$ cat src/rtl/dma_arb_pkg.sv
package dma_arb_pkg;
   typedef enum logic [1:0] {
      ARB_IDLE = 2'd0,
      ARB_BUSY = 2'd1,
      ARB_GAP  = 2'd2
   } arb_st_e;
endpackage

$ cat src/rtl/dma_arb_rr_pick.sv
// Rotating-priority search: the first set bit of elig at or after start, wrapping.
module dma_arb_rr_pick #(
   parameter int N_CH = 6,
   localparam int IW = (N_CH > 1) ? $clog2(N_CH) : 1
) (
   input  logic [N_CH-1:0] elig,
   input  logic [IW-1:0]   start,
   output logic            found,
   output logic [IW-1:0]   idx
);
   int            cand;
   logic [IW-1:0] cand_ix;

   always_comb begin
      found   = 1'b0;
      idx     = '0;
      cand    = 0;
      cand_ix = '0;
      // Walk from the farthest offset down to zero so the nearest hit wins.
      for (int k = N_CH - 1; k >= 0; k--) begin
         cand = int'(start) + k;
         if (cand >= N_CH) cand = cand - N_CH;
         cand_ix = IW'(cand);
         if (elig[cand_ix]) begin
            found = 1'b1;
            idx   = cand_ix;
         end
      end
   end
endmodule

$ cat src/rtl/dma_arb_ctx.sv
// Holds the channel suspended by a pre-emption until it is resumed.
module dma_arb_ctx #(
   parameter int N_CH = 6,
   localparam int IW = (N_CH > 1) ? $clog2(N_CH) : 1
) (
   input  logic          clk,
   input  logic          rst_n,
   input  logic          save,
   input  logic          restore,
   input  logic [IW-1:0] ch_in,
   output logic          vld,
   output logic [IW-1:0] ch
);
   always_ff @(posedge clk or negedge rst_n) begin
      if (!rst_n) begin
         vld <= 1'b0;
         ch  <= '0;
      end else if (save) begin
         vld <= 1'b1;
         ch  <= ch_in;
      end else if (restore) begin
         vld <= 1'b0;
      end
   end
endmodule

$ cat src/rtl/dma_prio_arb.sv
module dma_prio_arb #(
   parameter int N_CH       = 6,
   parameter int HP_IDX     = 0,
   parameter bit PREEMPT_EN = 1'b1
) (
   input  logic            clk,
   input  logic            rst_n,
   input  logic [N_CH-1:0] ch_req_i,
   input  logic [N_CH-1:0] ch_en_i,
   input  logic            word_done_i,
   input  logic            burst_done_i,
   input  logic            hp_mode_i,
   input  logic            prio_rst_i,
   output logic [N_CH-1:0] grant_o,
   output logic            preempt_o,
   output logic            resume_o
);
   import dma_arb_pkg::*;

   localparam int            IW   = (N_CH > 1) ? $clog2(N_CH) : 1;
   localparam logic [IW-1:0] HP   = IW'(HP_IDX);
   localparam logic [IW-1:0] LAST = IW'(N_CH - 1);

   if (N_CH < 2) begin : g_bad_nch
      $error("dma_prio_arb: N_CH must be at least 2");
   end
   if (HP_IDX < 0 || HP_IDX >= N_CH) begin : g_bad_hp
      $error("dma_prio_arb: HP_IDX out of range");
   end

   function automatic logic [IW-1:0] nxt_ch(input logic [IW-1:0] x);
      return (x == LAST) ? '0 : x + 1'b1;
   endfunction

   arb_st_e       st_q, st_n;
   logic [IW-1:0] cur_q, cur_n;
   logic [IW-1:0] ptr_q, ptr_n;
   logic          rpend_q, rpend_n;
   logic          pre_q, pre_n;
   logic          res_q, res_n;

   logic [N_CH-1:0] elig;
   logic            rst_req, hp_win;
   logic [IW-1:0]   pick_start;
   logic            rr_found;
   logic [IW-1:0]   rr_idx;
   logic            sel_found;
   logic [IW-1:0]   sel_idx;
   logic            preempt_go, ret_go;
   logic            ctx_vld;
   logic [IW-1:0]   ctx_ch;

   assign elig      = ch_req_i & ch_en_i;
   assign rst_req   = rpend_q | prio_rst_i;
   assign hp_win    = hp_mode_i & elig[HP];
   assign sel_found = hp_win | rr_found;
   assign sel_idx   = hp_win ? HP : rr_idx;

   // The search starts at channel 1 after a priority reset, otherwise past the last served channel.
   always_comb begin
      if (rst_req)                pick_start = '0;
      else if (st_q == ARB_BUSY)  pick_start = nxt_ch(cur_q);
      else                        pick_start = ptr_q;
   end

   dma_arb_rr_pick #(.N_CH(N_CH)) u_pick (
      .elig  (elig),
      .start (pick_start),
      .found (rr_found),
      .idx   (rr_idx)
   );

   if (PREEMPT_EN) begin : g_pre
      assign preempt_go = (st_q == ARB_BUSY) && word_done_i && !burst_done_i &&
                          hp_win && (cur_q != HP) && !ctx_vld;
      dma_arb_ctx #(.N_CH(N_CH)) u_ctx (
         .clk     (clk),
         .rst_n   (rst_n),
         .save    (preempt_go),
         .restore (st_q == ARB_GAP),
         .ch_in   (cur_q),
         .vld     (ctx_vld),
         .ch      (ctx_ch)
      );
   end else begin : g_nopre
      assign preempt_go = 1'b0;
      assign ctx_vld    = 1'b0;
      assign ctx_ch     = '0;
   end

   assign ret_go = (st_q == ARB_BUSY) && burst_done_i && (cur_q == HP) && ctx_vld;

   always_comb begin
      st_n    = st_q;
      cur_n   = cur_q;
      ptr_n   = ptr_q;
      rpend_n = rst_req;
      pre_n   = 1'b0;
      res_n   = 1'b0;
      unique case (st_q)
         ARB_IDLE: begin
            rpend_n = 1'b0;
            ptr_n   = pick_start;
            if (sel_found) begin
               st_n  = ARB_BUSY;
               cur_n = sel_idx;
            end
         end
         ARB_BUSY: begin
            if (burst_done_i) begin
               if (ret_go) begin
                  st_n = ARB_GAP;
               end else begin
                  rpend_n = 1'b0;
                  ptr_n   = pick_start;
                  if (sel_found) cur_n = sel_idx;
                  else           st_n  = ARB_IDLE;
               end
            end else if (preempt_go) begin
               cur_n = HP;
               pre_n = 1'b1;
            end
         end
         ARB_GAP: begin
            st_n  = ARB_BUSY;
            cur_n = ctx_ch;
            res_n = 1'b1;
         end
         default: st_n = ARB_IDLE;
      endcase
   end

   always_ff @(posedge clk or negedge rst_n) begin
      if (!rst_n) begin
         st_q    <= ARB_IDLE;
         cur_q   <= '0;
         ptr_q   <= '0;
         rpend_q <= 1'b0;
         pre_q   <= 1'b0;
         res_q   <= 1'b0;
      end else begin
         st_q    <= st_n;
         cur_q   <= cur_n;
         ptr_q   <= ptr_n;
         rpend_q <= rpend_n;
         pre_q   <= pre_n;
         res_q   <= res_n;
      end
   end

   for (genvar g = 0; g < N_CH; g++) begin : g_gnt
      assign grant_o[g] = (st_q == ARB_BUSY) && (cur_q == IW'(g));
   end

   assign preempt_o = pre_q;
   assign resume_o  = res_q;
endmodule

$ cat config.mk
export PLATFORM = sky130hd
export DESIGN_NAME = dma_prio_arb
export DESIGN_NICKNAME = d
export VERILOG_FILES = /design/src/rtl/dma_arb_pkg.sv /design/src/rtl/dma_arb_rr_pick.sv /design/src/rtl/dma_arb_ctx.sv /design/src/rtl/dma_prio_arb.sv
export SDC_FILE = /design/constraint.sdc
export NUM_CORES = 1
export LEC_CHECK = 0
export ABC_AREA = 1
export BUFFER_PORTS_ARGS = -buffer_cell sky130_fd_sc_hd__buf_2
export CAP_MARGIN = 40
export CORE_ASPECT_RATIO = 1.75
export CORE_MARGIN = 5
export CORE_UTILIZATION = 60
export CTS_BUF_LIST = sky130_fd_sc_hd__clkbuf_4 sky130_fd_sc_hd__clkbuf_8
export DETAILED_ROUTE_END_ITERATION = 10
export PLACE_DENSITY = 0.83
export SYNTH_ARGS = -nofsm -noshare
export SYNTH_HDL_FRONTEND = slang
export SYNTH_SLANG_ARGS = --single-unit
$ cat constraint.sdc
create_clock -name clk -period 4.7 [get_ports clk]
set_clock_uncertainty 0.1 [all_clocks]
set_input_delay 1.41 -clock clk [delete_from_list [all_inputs] [get_ports clk]]
set_output_delay 1.41 -clock clk [all_outputs]
set_load 0.02 [all_outputs]
### After elaboration in Yosys (flattened, before gate mapping)

Cells that the tools add are included.

* shifts and indexed selects: 0
* reductions and logical operators: 25
* $add $sub $neg: 12
* bitwise gates (word level): 4
* multiplexer cells: 56
* divide/modulo/power cells: 0
* $mul: 0
* order comparisons: 12
* eq/ne operators: 13

Operator list (count)
* 3-bit two-way mux: 22
* 3-bit by 4-bit less-than comparator with 1-bit output (second input constant): 6
* 4-bit by 3-bit >= comparator with 1-bit output (second input constant): 5
* 1-bit two-way mux: 20
* 1-bit binary-select mux with 3-bit select: 6
* 3-bit by 2-bit subtractor with 3-bit output (second input constant): 5
* 1-bit logical AND: 14
* 3-bit case mux with 3 select lines: 1
* 3-bit AND reduction: 3
* 3-bit by 2-bit adder with 4-bit output (second input constant): 2
* 3-bit by 3-bit adder with 4-bit output (second input constant): 2
* 2-bit two-way mux: 4
* 6-bit AND: 1
* 3-bit by 2-bit equality test with 1-bit output (second input constant): 2
* 3-bit equality test (second input constant): 2
* 2-bit != test (second input constant): 3
* 3-bit != test (second input constant): 2
* 2-bit case mux with 3 select lines: 1
* 3-bit case mux with 2 select lines: 1
* 3-bit nonzero test: 2
* 3-bit by 1-bit adder with 4-bit output (second input constant): 1
* 2-bit nonzero test: 2
* 3-bit by 1-bit adder with 3-bit output (second input constant): 1
* 3-bit by 1-bit equality test with 1-bit output (second input constant): 1
* 11 further kinds: 13

* input bits: 18
* bits in registers: 15
* latch bits: 0
* bits in writable memories: 0
* memories kept: 0
* word-level logic and storage cells: 130
* ROM bits: 0

### Longest topological paths before layout

Gate-level depths: netlist of the first run.

* word-level depth: 20
* depth in mapped cells: 29

### Cells and area by module

From an unflattened synthesis of the first run, not the netlist that was laid out.

* cells, all modules: 308
* area, all modules: 1866.8 sq um

By module, submodules not included
* dma_prio_arb: seq. area each 275.3 sq um, area an instance 872.1 sq um, instances 1, cells each 136
* dma_arb_rr_pick: seq. area each 0.0 sq um, area an instance 845.8 sq um, instances 1, cells each 155
* dma_arb_ctx: seq. area each 100.1 sq um, area an instance 148.9 sq um, instances 1, cells each 17

### Worst setup path after synthesis of the first run

Ideal clock, no wire load.

* path type: in2reg
* start point: input port prio_rst_i
* end point: register cur_q[0]
* data required time: 4.478 ns
* setup time: 0.122 ns
* slack: 0.682 ns
* cell stages on the path: 21
* path buffers: 0
* arrival time: 3.797 ns
* path through: nor2_8 -> nand3_2 -> nor2_4 -> inv_2 -> ha_1 -> inv_1 -> a211oi_1 -> xor2_2 -> nand2_1 -> o211ai_1 -> nand2_1 -> nor2_1 -> nand3_1 -> nor2_2 -> nand3_2 -> nand2_1 -> a21oi_1 -> nand2_1 -> nand2_1 -> nand2_1 -> a21oi_2

* cells in the longest elaborated chain, start to end: 18
* elaborated cells on any way between the ends: 55
* classes of those cells: add/sub (11); order compare (6); mux (36); bitwise (2)

RTL lines
* from (decl): RTL line dma_prio_arb.sv:13 `input logic prio_rst_i,`
* 1-bit OR *: RTL line dma_prio_arb.sv:54 `assign rst_req = rpend_q | prio_rst_i;`
* 3-bit two-way mux *: RTL line dma_prio_arb.sv:61 `if (rst_req) pick_start = '0;`
* net pick_start[2]: RTL line dma_prio_arb.sv:44 `logic [IW-1:0] pick_start;`
* 3-bit by 3-bit adder with 4-bit output: RTL line dma_arb_rr_pick.sv:21 `cand = int'(start) + k;`
* 4-bit by 3-bit >= comparator with 1-bit output / 3-bit by 2-bit subtractor with 3-bit output (equally long branches): RTL line dma_arb_rr_pick.sv:22 `if (cand >= N_CH) cand = cand - N_CH;`
* 3-bit two-way mux: RTL line dma_arb_rr_pick.sv:22
* 1-bit binary-select mux with 3-bit select: RTL line dma_arb_rr_pick.sv:24 `if (elig[cand_ix]) begin`
* 1-bit two-way mux (not written as such): RTL line dma_arb_rr_pick.sv:24
* 3-bit two-way mux / 1-bit two-way mux (equally long branches) (6 in series): RTL line dma_arb_rr_pick.sv:24
* 3-bit two-way mux / 1-bit OR (equally long branches): RTL line dma_prio_arb.sv:57, dma_prio_arb.sv:56
* 3-bit two-way mux *: RTL line dma_prio_arb.sv:104, dma_prio_arb.sv:116
* 3-bit two-way mux: RTL line dma_prio_arb.sv:111 `if (ret_go) begin`
* 3-bit two-way mux: RTL line dma_prio_arb.sv:110 `if (burst_done_i) begin`
* 3-bit case mux with 3 select lines *: RTL line dma_prio_arb.sv:100 `unique case (st_q)`
* to (signal assigned): RTL line dma_prio_arb.sv:143 `cur_q <= cur_n;`
* to (decl): RTL line dma_prio_arb.sv:36 `logic [IW-1:0] cur_q, cur_n;`

Mark *: on every way through the listed nets, which the timed path passes. The rest lies on a longest branch. The select of a mux whose other input is x is not followed.
A chain may end at the register's enable or synchronous reset.

### Final worst setup path of the first run

Ends and elaborated chain as after synthesis.

==> impl_metrics.env, run 1 <==
export IMPL_finalHoldViolCount=0
export IMPL_grt_max_degree=16
export IMPL_hpwl_mm=3.75
export IMPL_mostFrequentLayoutCells="nand2_1, inv_1, nor2_1"
export IMPL_fin_crit_ns=4.04
export IMPL_synth_largest_area_cell="dfrtp_1"
export IMPL_cts_resized=0
export IMPL_holdPathEnd="g_pre.u_ctx.ch[1]"
export IMPL_drt_iter0_drc=39
export IMPL_grtUsageTotal_pct=22.2
export IMPL_min_from="g_pre.u_ctx.ch[1]"
export IMPL_avgSynthCellArea_um2=6.29
export IMPL_path_class="input port to register"
export IMPL_cp_end_kind="register"
export IMPL_drive_gt1_share_pct=22.8
export IMPL_via_per_inst=5.43
export IMPL_r2r_setup_slack_ns=0.69
export IMPL_cts_hold_buffers=0
export IMPL_numPortBuffers=25
export IMPL_synth_cell_type_count=34
export IMPL_crit_arrival_ns=4.07
export IMPL_cts_tree="yes"
export IMPL_gp_congestion=0.951
export IMPL_final_common_cell="nand2_1"
export IMPL_grt_pass1_vias=1804
export IMPL_fin_crit_sh_pct=85.9
export IMPL_rsz0062_at_grt="no"
export IMPL_synth_area_um2=1840
export IMPL_cp_required_ns=4.74
export IMPL_worstReg2RegStart="st_q[1]"
export IMPL_initial_core_util_pct=62.9
export IMPL_reg2reg_depth=24
export IMPL_wirelength_mm=4.53
export IMPL_clockBufferDepth=2
export IMPL_overflow=0
export IMPL_syn2layout_area_growth_pct=9.57
export IMPL_cap_violations=0
export IMPL_cts_root_buf="clkbuf_8"
export IMPL_hold_class="register to register"
export IMPL_routedWlPerCell_um=13.0
export IMPL_nets=349
export IMPL_clk_pin_slew_worst_paths_ns=0.06
export IMPL_cts_setup_buffers=0
export IMPL_yosysWarnings=0
export IMPL_tns_ns=0
export IMPL_status="complete, no violations"
export IMPL_holdPathStages=2
export IMPL_mappedNetlistNets=321
export IMPL_synth_seq_area_share_pct=20.4
export IMPL_antenna_cells=0
export IMPL_synth_seq_cells=15
export IMPL_die_h_um=83.3
export IMPL_core_area_um2=2930
export IMPL_clock_latency_ns=0.25
export IMPL_maxSlewViolCount=0
export IMPL_grt_pass1_wl_mm=7.60
export IMPL_fp_row_count=26
export IMPL_tightest_slew_ns=0.539
export IMPL_drc_errors=0
export IMPL_die_area_um2=4320
export IMPL_cts_htree_levels=1
export IMPL_cp_start_kind="input port"
export IMPL_cts_made_buffers=3
export IMPL_r2r_end="cur_q[0]"
export IMPL_cts_sinks=15
export IMPL_cp_max_fo=8
export IMPL_max_freq_mhz=248
export IMPL_die_x_um=51.9
export IMPL_relSlewSlack_pct=63.8
export IMPL_dr_pass1_iters=4
export IMPL_n_fill_cell=290
export IMPL_setup_viol_count_final=0
export IMPL_antenna_found_initial=0
export IMPL_via_count=1891
export IMPL_crit_start="prio_rst_i"
export IMPL_antenna_left=0
export IMPL_yosysTopAreaCellShare_pct=20.4
export IMPL_pin_count=26
export IMPL_synth_cells=293
export IMPL_synth_area_top_cells="dfrtp_1, nand2_1, inv_1"
## flip-flops by register name (all words and copies together), names as in the netlist
signal and flops:
st_q 2, resume_o 1, cur_q 3, g_pre.u_ctx.ch 3, ptr_q 3, rpend_q 1, g_pre.u_ctx.vld 1, preempt_o 1
## synthesized netlist by cell type (all sizes together)
cell and count:
nand2 100, a21oi 13, clkinv 3, buf 4, nand3 24, o21ai 22
o21a 1, nor2 35, a31oi 1, dfrtp 15, ha 10, xor2 3
or2 2, inv 47, nand4 3, nor3 4, a211oi 1, o211a 1
o31ai 1, o211ai 3
## metal layers
layer | GRT usage, % | part of all wire [%]
met1 | 23.5 | 37
met2 | 41.8 | 55
met3 | 0.717 | 4.1
met4 | 11.2 | 4.2
met5 | 0 | 0
## cells by family (layout without fill, tap and decap cells)
kind of cell | Yosys count | count (layout) | share of synthesized area (%)
DFF | 15 | 15 | 20.4
xor gates and xnor gates | 3 | 3 | 2.24
buffers and inverters | 54 | 81 | 12.7
adders and majority gates | 10 | 10 | 6.79
and+or+nand+nor | 168 | 168 | 43.4
AOI/OAI and AO/OA | 43 | 43 | 14.5
## final cells by class
| cell class | instances | area (um2) | share of cell area [%] |
|---|---|---|---|
| clock buffer | 3 | 41.3 | 2.04 |
| clock inverter | 1 | 5.00 | 0.248 |
| inverter | 50 | 189 | 9.36 |
| multi-input combinational | 224 | 1230 | 61.1 |
| sequential | 15 | 375 | 18.6 |
| tap | 28 | 35.0 | 1.73 |
| timing repair buffer | 27 | 140 | 6.94 |
## metrics by stage
step	hold slack, ns	cell area [um2]	worst slack (ns)	instances	utilization (%)
floorplan	0.353	1840	0.682	293	-
global placement	0.369	1970	0.524	344	67.4
detailed placement	0.380	1970	0.423	344	67.4
CTS	0.397	2020	0.662	348	69.0
global route	0.434	2020	0.202	348	69.0
finish	0.395	2020	0.663	348	69.0
## critical path, stage by stage
cell and delay (ns):
buf_2 0.13, nor2_8 0.18, nand3_2 0.12, nor2_4 0.10, inv_2 0.04, ha_1 0.31, inv_1 0.06, a211oi_1 0.35
xor2_2 0.25, nand2_1 0.07, o211ai_1 0.11, nand2_1 0.12, nor2_1 0.14, nand3_1 0.10, nor2_2 0.10, nand3_2 0.10
nand2_1 0.10, a21oi_1 0.04, nand2_1 0.06, nand2_1 0.04, nand2_1 0.06, a21oi_2 0.05
## worst max path at each step
| stage | endpoint |
|---|---|
| 4_1_cts | st_q[0] |
| 2_1_floorplan | cur_q[0] |
| 3_3_place_gp | cur_q[0] |
| 6_report | cur_q[0] |
| 5_1_grt | cur_q[0] |
| 3_5_place_dp | cur_q[0] |
Power of run 1 is left out: the tool's default activity adds up to more than one toggle a clock period on the data nets, which glitch-free logic cannot reach.
==> run 2, diff against run 1 <==
- ABC_CLOCK_PERIOD_IN_PS: default -> 4700
- CORE_UTILIZATION: 60 -> 58
- CTS_BUF_LIST: sky130_fd_sc_hd__clkbuf_4 sky130_fd_sc_hd__clkbuf_8 -> default
- PLACE_DENSITY: 0.83 -> 0.81
==> run 2 against run 1 <==
  * Count of clock-buffer cells in the layout is the same
  * Register-to-register slack gained 0.02 ns
  * Cell count grew 4.3%
  * Global-route usage shrank 0.36 points
  * Die area grew 2.9%
  * Core utilization shrank 3.4 points
  * Non-clock buffer count is the same
  * Critical endpoint unchanged
  * Via count shrank 0.85%
  * Sequential cell count is the same
  * Critical path type unchanged
  * Cell area grew 0.93%
  * Fmax grew 0.66%
==> impl_metrics.env, run 2 (same netlist as run 1, synthesis figures left out) <==
export IMPL_status="complete, no violations"
export IMPL_critPathSlowestCell="a211oi_1"
export IMPL_critPathTopFamily="simple AND/OR/NAND/NOR gates"
export IMPL_die_x_um=52.6
export IMPL_grt_pass1_vias=1801
export IMPL_path_class="input port to register"
export IMPL_final_util_pct=65.6
export IMPL_hpwl_mm=3.79
export IMPL_clk_pin_slew_worst_paths_ns=0.06
export IMPL_die_h_um=84.6
export IMPL_cp_required_ns=4.74
export IMPL_nets=349
export IMPL_routedWlPerCell_um=12.1
export IMPL_cts_setup_buffers=0
export IMPL_initial_core_util_pct=59.3
export IMPL_overflow=0
export IMPL_grt_pass1_wl_mm=7.49
export IMPL_hold_class="register to register"
export IMPL_setup_viol_count_final=0
export IMPL_cts_hold_buffers=0
export IMPL_maxSlewViolCount=0
export IMPL_dr_pass1_iters=4
export IMPL_cts_resized=0
export IMPL_drt_iter0_drc=43
export IMPL_grt_max_degree=16
export IMPL_reg2reg_depth=24
export IMPL_cp_start_kind="input port"
export IMPL_die_area_um2=4450
export IMPL_n_fill_cell=315
export IMPL_via_per_inst=5.17
export IMPL_cts_htree_levels=1
export IMPL_wirelength_mm=4.40
export IMPL_max_freq_mhz=249
export IMPL_antenna_left=0
export IMPL_path_cells="buf_2, nor2_8, nand3_2, nor2_4, inv_2, ha_1, inv_1, a211oi_1, xor2_2, nand2_1, o211ai_1, nand2_1, nor2_1, nand3_1, nor2_2, nand3_2, nand2_1, a21oi_1, nand2_1, nand2_1, nand2_1, a21oi_2"
export IMPL_drive_gt1_share_pct=22.8
export IMPL_mostFrequentLayoutCells="nand2_1, inv_1, nor2_1"
export IMPL_worstReg2RegStart="st_q[1]"
export IMPL_tns_ns=0
export IMPL_numPortBuffers=25
export IMPL_dr_wl_met3_um=117
export IMPL_crit_arrival_ns=4.05
export IMPL_core_area_um2=3110
export IMPL_finalHoldViolCount=0
export IMPL_cts_sinks=15
export IMPL_cp_max_fo=8
export IMPL_cts_made_buffers=3
export IMPL_cts_tree="yes"
export IMPL_wl_met1_mm=1.64
export IMPL_rsz0062_at_grt="no"
export IMPL_tightest_slew_ns=0.555
export IMPL_cp_end_kind="register"
export IMPL_gp_congestion=0.938
export IMPL_syn2layout_area_growth_pct=10.6
export IMPL_via_count=1875
export IMPL_antenna_cells=0
export IMPL_fp_row_count=27
export IMPL_cts_root_buf="clkbuf_8"
export IMPL_r2r_end="cur_q[0]"
export IMPL_final_common_cell="nand2_1"
export IMPL_min_from="ptr_q[1]"
export IMPL_dr_max_layer_used="met4"
export IMPL_antenna_found_initial=0
export IMPL_grtUsageTotal_pct=21.9
export IMPL_relSlewSlack_pct=63.0
export IMPL_slowest_delay_ns=0.34
export IMPL_clockBufferDepth=2
export IMPL_largestRegisters="cur_q x3, g_pre.u_ctx.ch x3, ptr_q x3"
export IMPL_pin_count=26
export IMPL_clock_latency_ns=0.25
export IMPL_holdPathEnd="ptr_q[1]"
export IMPL_drc_errors=0
export IMPL_fin_crit_sh_pct=85.3
export IMPL_path_common_cell="nand2_1"
export IMPL_fin_crit_ns=4.01
export IMPL_holdPathStages=2
export IMPL_r2r_setup_slack_ns=0.71
export IMPL_wl_met2_mm=2.39
export IMPL_cap_violations=0
export IMPL_path_buf_inv=3
[run 2: cell counts in the layout (fill, tap and decap cells not counted)]
Identical to the previous run, type by type.
[run 2: area by class of cell]
| type | instances | area (um2) | share of cell area (%) |
|---|---|---|---|
| Tap cell | 43 | 53.8 | 2.64 |
| Sequential cell | 15 | 375 | 18.4 |
| Multi-Input combinational cell | 224 | 1230 | 60.5 |
| Timing Repair Buffer | 27 | 140 | 6.88 |
| Clock inverter | 1 | 5.00 | 0.246 |
| Clock buffer | 3 | 41.3 | 2.03 |
| Inverter | 50 | 189 | 9.27 |
[run 2: per-stage QoR]
step / area [um2] / hold slack, ns / instances / setup slack, ns
6_report: 2040 / 0.408 / 363 / 0.689
5_1_grt: 2040 / 0.446 / 363 / 0.281
4_1_cts: 2040 / 0.408 / 363 / 0.681
3_5_place_dp: 1990 / 0.393 / 359 / 0.428
3_3_place_gp: 1990 / 0.371 / 359 / 0.520
2_1_floorplan: 1840 / 0.353 / 293 / 0.682
[run 2: routing by layer]
metal  vias to the layer above  global-route usage [%]
li1                        974                       -
met1                       841                    21.1
met2                        42                    41.1
met3                        18                    1.78
met4                         0                    14.4
met5                         -                       0
[run 2: how the worst max path moves through the flow]
| stage | start | end | slack [ns] | cells past startpoint |
|---|---|---|---|---|
| floorplan | prio_rst_i | cur_q[0] | 0.68 | 21 |
| global route | st_q[1] | cur_q[2] | 0.28 | 24 |
| global placement | prio_rst_i | cur_q[0] | 0.52 | 22 |
| CTS | prio_rst_i | cur_q[0] | 0.68 | 22 |
| finish | prio_rst_i | cur_q[0] | 0.69 | 22 |
| detailed placement | prio_rst_i | cur_q[0] | 0.43 | 22 |
[run 2: tightest hold or removal path: cells and delay by family, from the launching register on]
| family | cells | cell delay (ns) |
|---|---|---|
| compound gates | 1 | 0.06 |
| flops | 1 | 0.35 |
| simple gates | 1 | 0.05 |
Power of run 2 is left out for the same reason.
==> run 3, diff against run 2 <==
- BUFFER_PORTS_ARGS: -buffer_cell sky130_fd_sc_hd__buf_2 -> default
- CORE_UTILIZATION: 58 -> 64
- DONT_BUFFER_PORTS: default -> 1
- PLACE_DENSITY: 0.81 -> 0.8
==> run 3 against run 2 <==
  * Worst hold slack got worse by 0.018 ns
  * First-iteration DRC count up 14%
  * Die area down 8.0%
  * Cell area fell by 7.6%
  * Register-to-register slack got worse by 0.06 ns
  * Worst setup slack worse by 0.046 ns
  * Fmax decreased by 1.1%
  * Count of clock-buffer cells in the layout is 1 higher
  * Largest cell class unchanged
==> impl_metrics.env, run 3 (same netlist as run 1, synthesis figures left out) <==
export IMPL_status="complete, no violations"
export IMPL_via_count=1785
export IMPL_maxSlewViolCount=0
export IMPL_reg2reg_depth=24
export IMPL_die_h_um=81.0
export IMPL_largestRegisters="cur_q x3, g_pre.u_ctx.ch x3, ptr_q x3"
export IMPL_cts_tree="yes"
export IMPL_clk_pin_slew_worst_paths_ns=0.06
export IMPL_cp_max_fo=9
export IMPL_hpwl_mm=3.52
export IMPL_cp_start_kind="input port"
export IMPL_numPortBuffers=0
export IMPL_drive_gt1_share_pct=15.6
export IMPL_cts_hold_buffers=0
export IMPL_max_freq_mhz=246
export IMPL_setup_viol_count_final=0
export IMPL_final_common_cell="nand2_1"
export IMPL_grt_pass1_wl_mm=7.08
export IMPL_cts_htree_levels=1
export IMPL_overflow=0
export IMPL_core_area_um2=2750
export IMPL_antenna_found_initial=0
export IMPL_clock_latency_ns=0.24
export IMPL_initial_core_util_pct=67.0
export IMPL_mostFrequentLayoutCells="nand2_1, inv_1, nor2_1"
export IMPL_cp_end_kind="register"
export IMPL_nets=323
export IMPL_wirelength_mm=4.28
export IMPL_die_area_um2=4100
export IMPL_grt_max_degree=16
export IMPL_cts_setup_buffers=0
export IMPL_drc_errors=0
export IMPL_gp_congestion=0.971
export IMPL_path_class="input port to register"
export IMPL_path_common_cell="nand2_1"
export IMPL_via_per_inst=5.56
export IMPL_holdPathStages=2
export IMPL_critPathSlowestCell="a211oi_1"
export IMPL_relSlewSlack_pct=59.3
export IMPL_grtUsageTotal_pct=21.8
export IMPL_dr_pass1_iters=7
export IMPL_hold_class="register to register"
export IMPL_antenna_left=0
export IMPL_die_x_um=50.6
export IMPL_tightest_slew_ns=0.606
export IMPL_cap_violations=0
export IMPL_antenna_cells=0
export IMPL_drt_iter0_drc=49
export IMPL_finalHoldViolCount=0
export IMPL_syn2layout_area_growth_pct=2.24
export IMPL_pin_count=26
export IMPL_fin_crit_ns=4.06
export IMPL_cts_root_buf="clkbuf_8"
export IMPL_fp_row_count=25
export IMPL_fin_crit_sh_pct=86.3
export IMPL_rsz0062_at_grt="no"
export IMPL_cts_sinks=15
export IMPL_clockBufferDepth=2
export IMPL_tns_ns=0
export IMPL_routedWlPerCell_um=13.3
export IMPL_slowest_delay_ns=0.34
export IMPL_path_cells="nor2_8, nand3_2, nor2_4, inv_2, ha_1, inv_1, a211oi_1, xor2_2, nand2_1, o211ai_1, nand2_1, nor2_1, nand3_1, nor2_2, nand3_2, nand2_1, nor2_1, nand2_1, nand2_1, nand2_1, a21oi_2"
export IMPL_cp_required_ns=4.73
export IMPL_grt_pass1_vias=1663
export IMPL_crit_arrival_ns=4.08
export IMPL_cts_made_buffers=3
export IMPL_cts_resized=0
-- run 3: changes by cell type in the layout (fill, tap and decap cells not counted) --
cell,previous run,this run
buf_2,25,0
buf_4,2,1
clkbuf_1,0,1
clkinv_2,2,1
-- run 3: critical path, delay by kind of cell --
kind / cells / cell delay, ns
simple gates: 14 / 1.48
compound gates: 3 / 0.50
fa+ha+maj: 1 / 0.32
xor+xnor: 1 / 0.24
buf+inv: 2 / 0.12
-- run 3: through the flow --
step	instances	setup WS (ns)	instance area, um2	hold slack, ns	util (%)
after floorplan	293	0.682	1840	0.353	-
after global placement	317	0.527	1840	0.370	66.8
after detailed placement	317	0.414	1840	0.376	66.8
after CTS	321	0.635	1880	0.392	68.5
after global routing	321	0.267	1880	0.411	68.5
final	321	0.642	1880	0.390	68.5
-- run 3: final timing paths --
path,start,end,slack [ns]
min in group asynchronous,rst_n,ptr_q[2],0.76
worst min register to register,ptr_q[1],ptr_q[1],0.39
max in group asynchronous,rst_n,st_q[1],3.67
worst max-delay path,prio_rst_i,cur_q[2],0.64
worst min-delay path,ptr_q[1],ptr_q[1],0.39
worst max register to register,st_q[1],cur_q[2],0.65
-- run 3: layout make-up --
class / instances / area, um2
multi-input combinational: 224 / 1230
sequential: 15 / 375
tap: 27 / 33.8
timing repair buffer: 1 / 7.51
clock buffer: 4 / 45.0
inverter: 50 / 189
fill: 271 / 868
-- run 3: routing by layer --
metal,wire [um],global-route usage (%),up-vias
met5,0,0,-
met2,2380,41.4,31
li1,-,-,921
met4,186,12.0,0
met3,99,1.65,12
met1,1620,22.4,821
Power of run 3 is left out for the same reason.
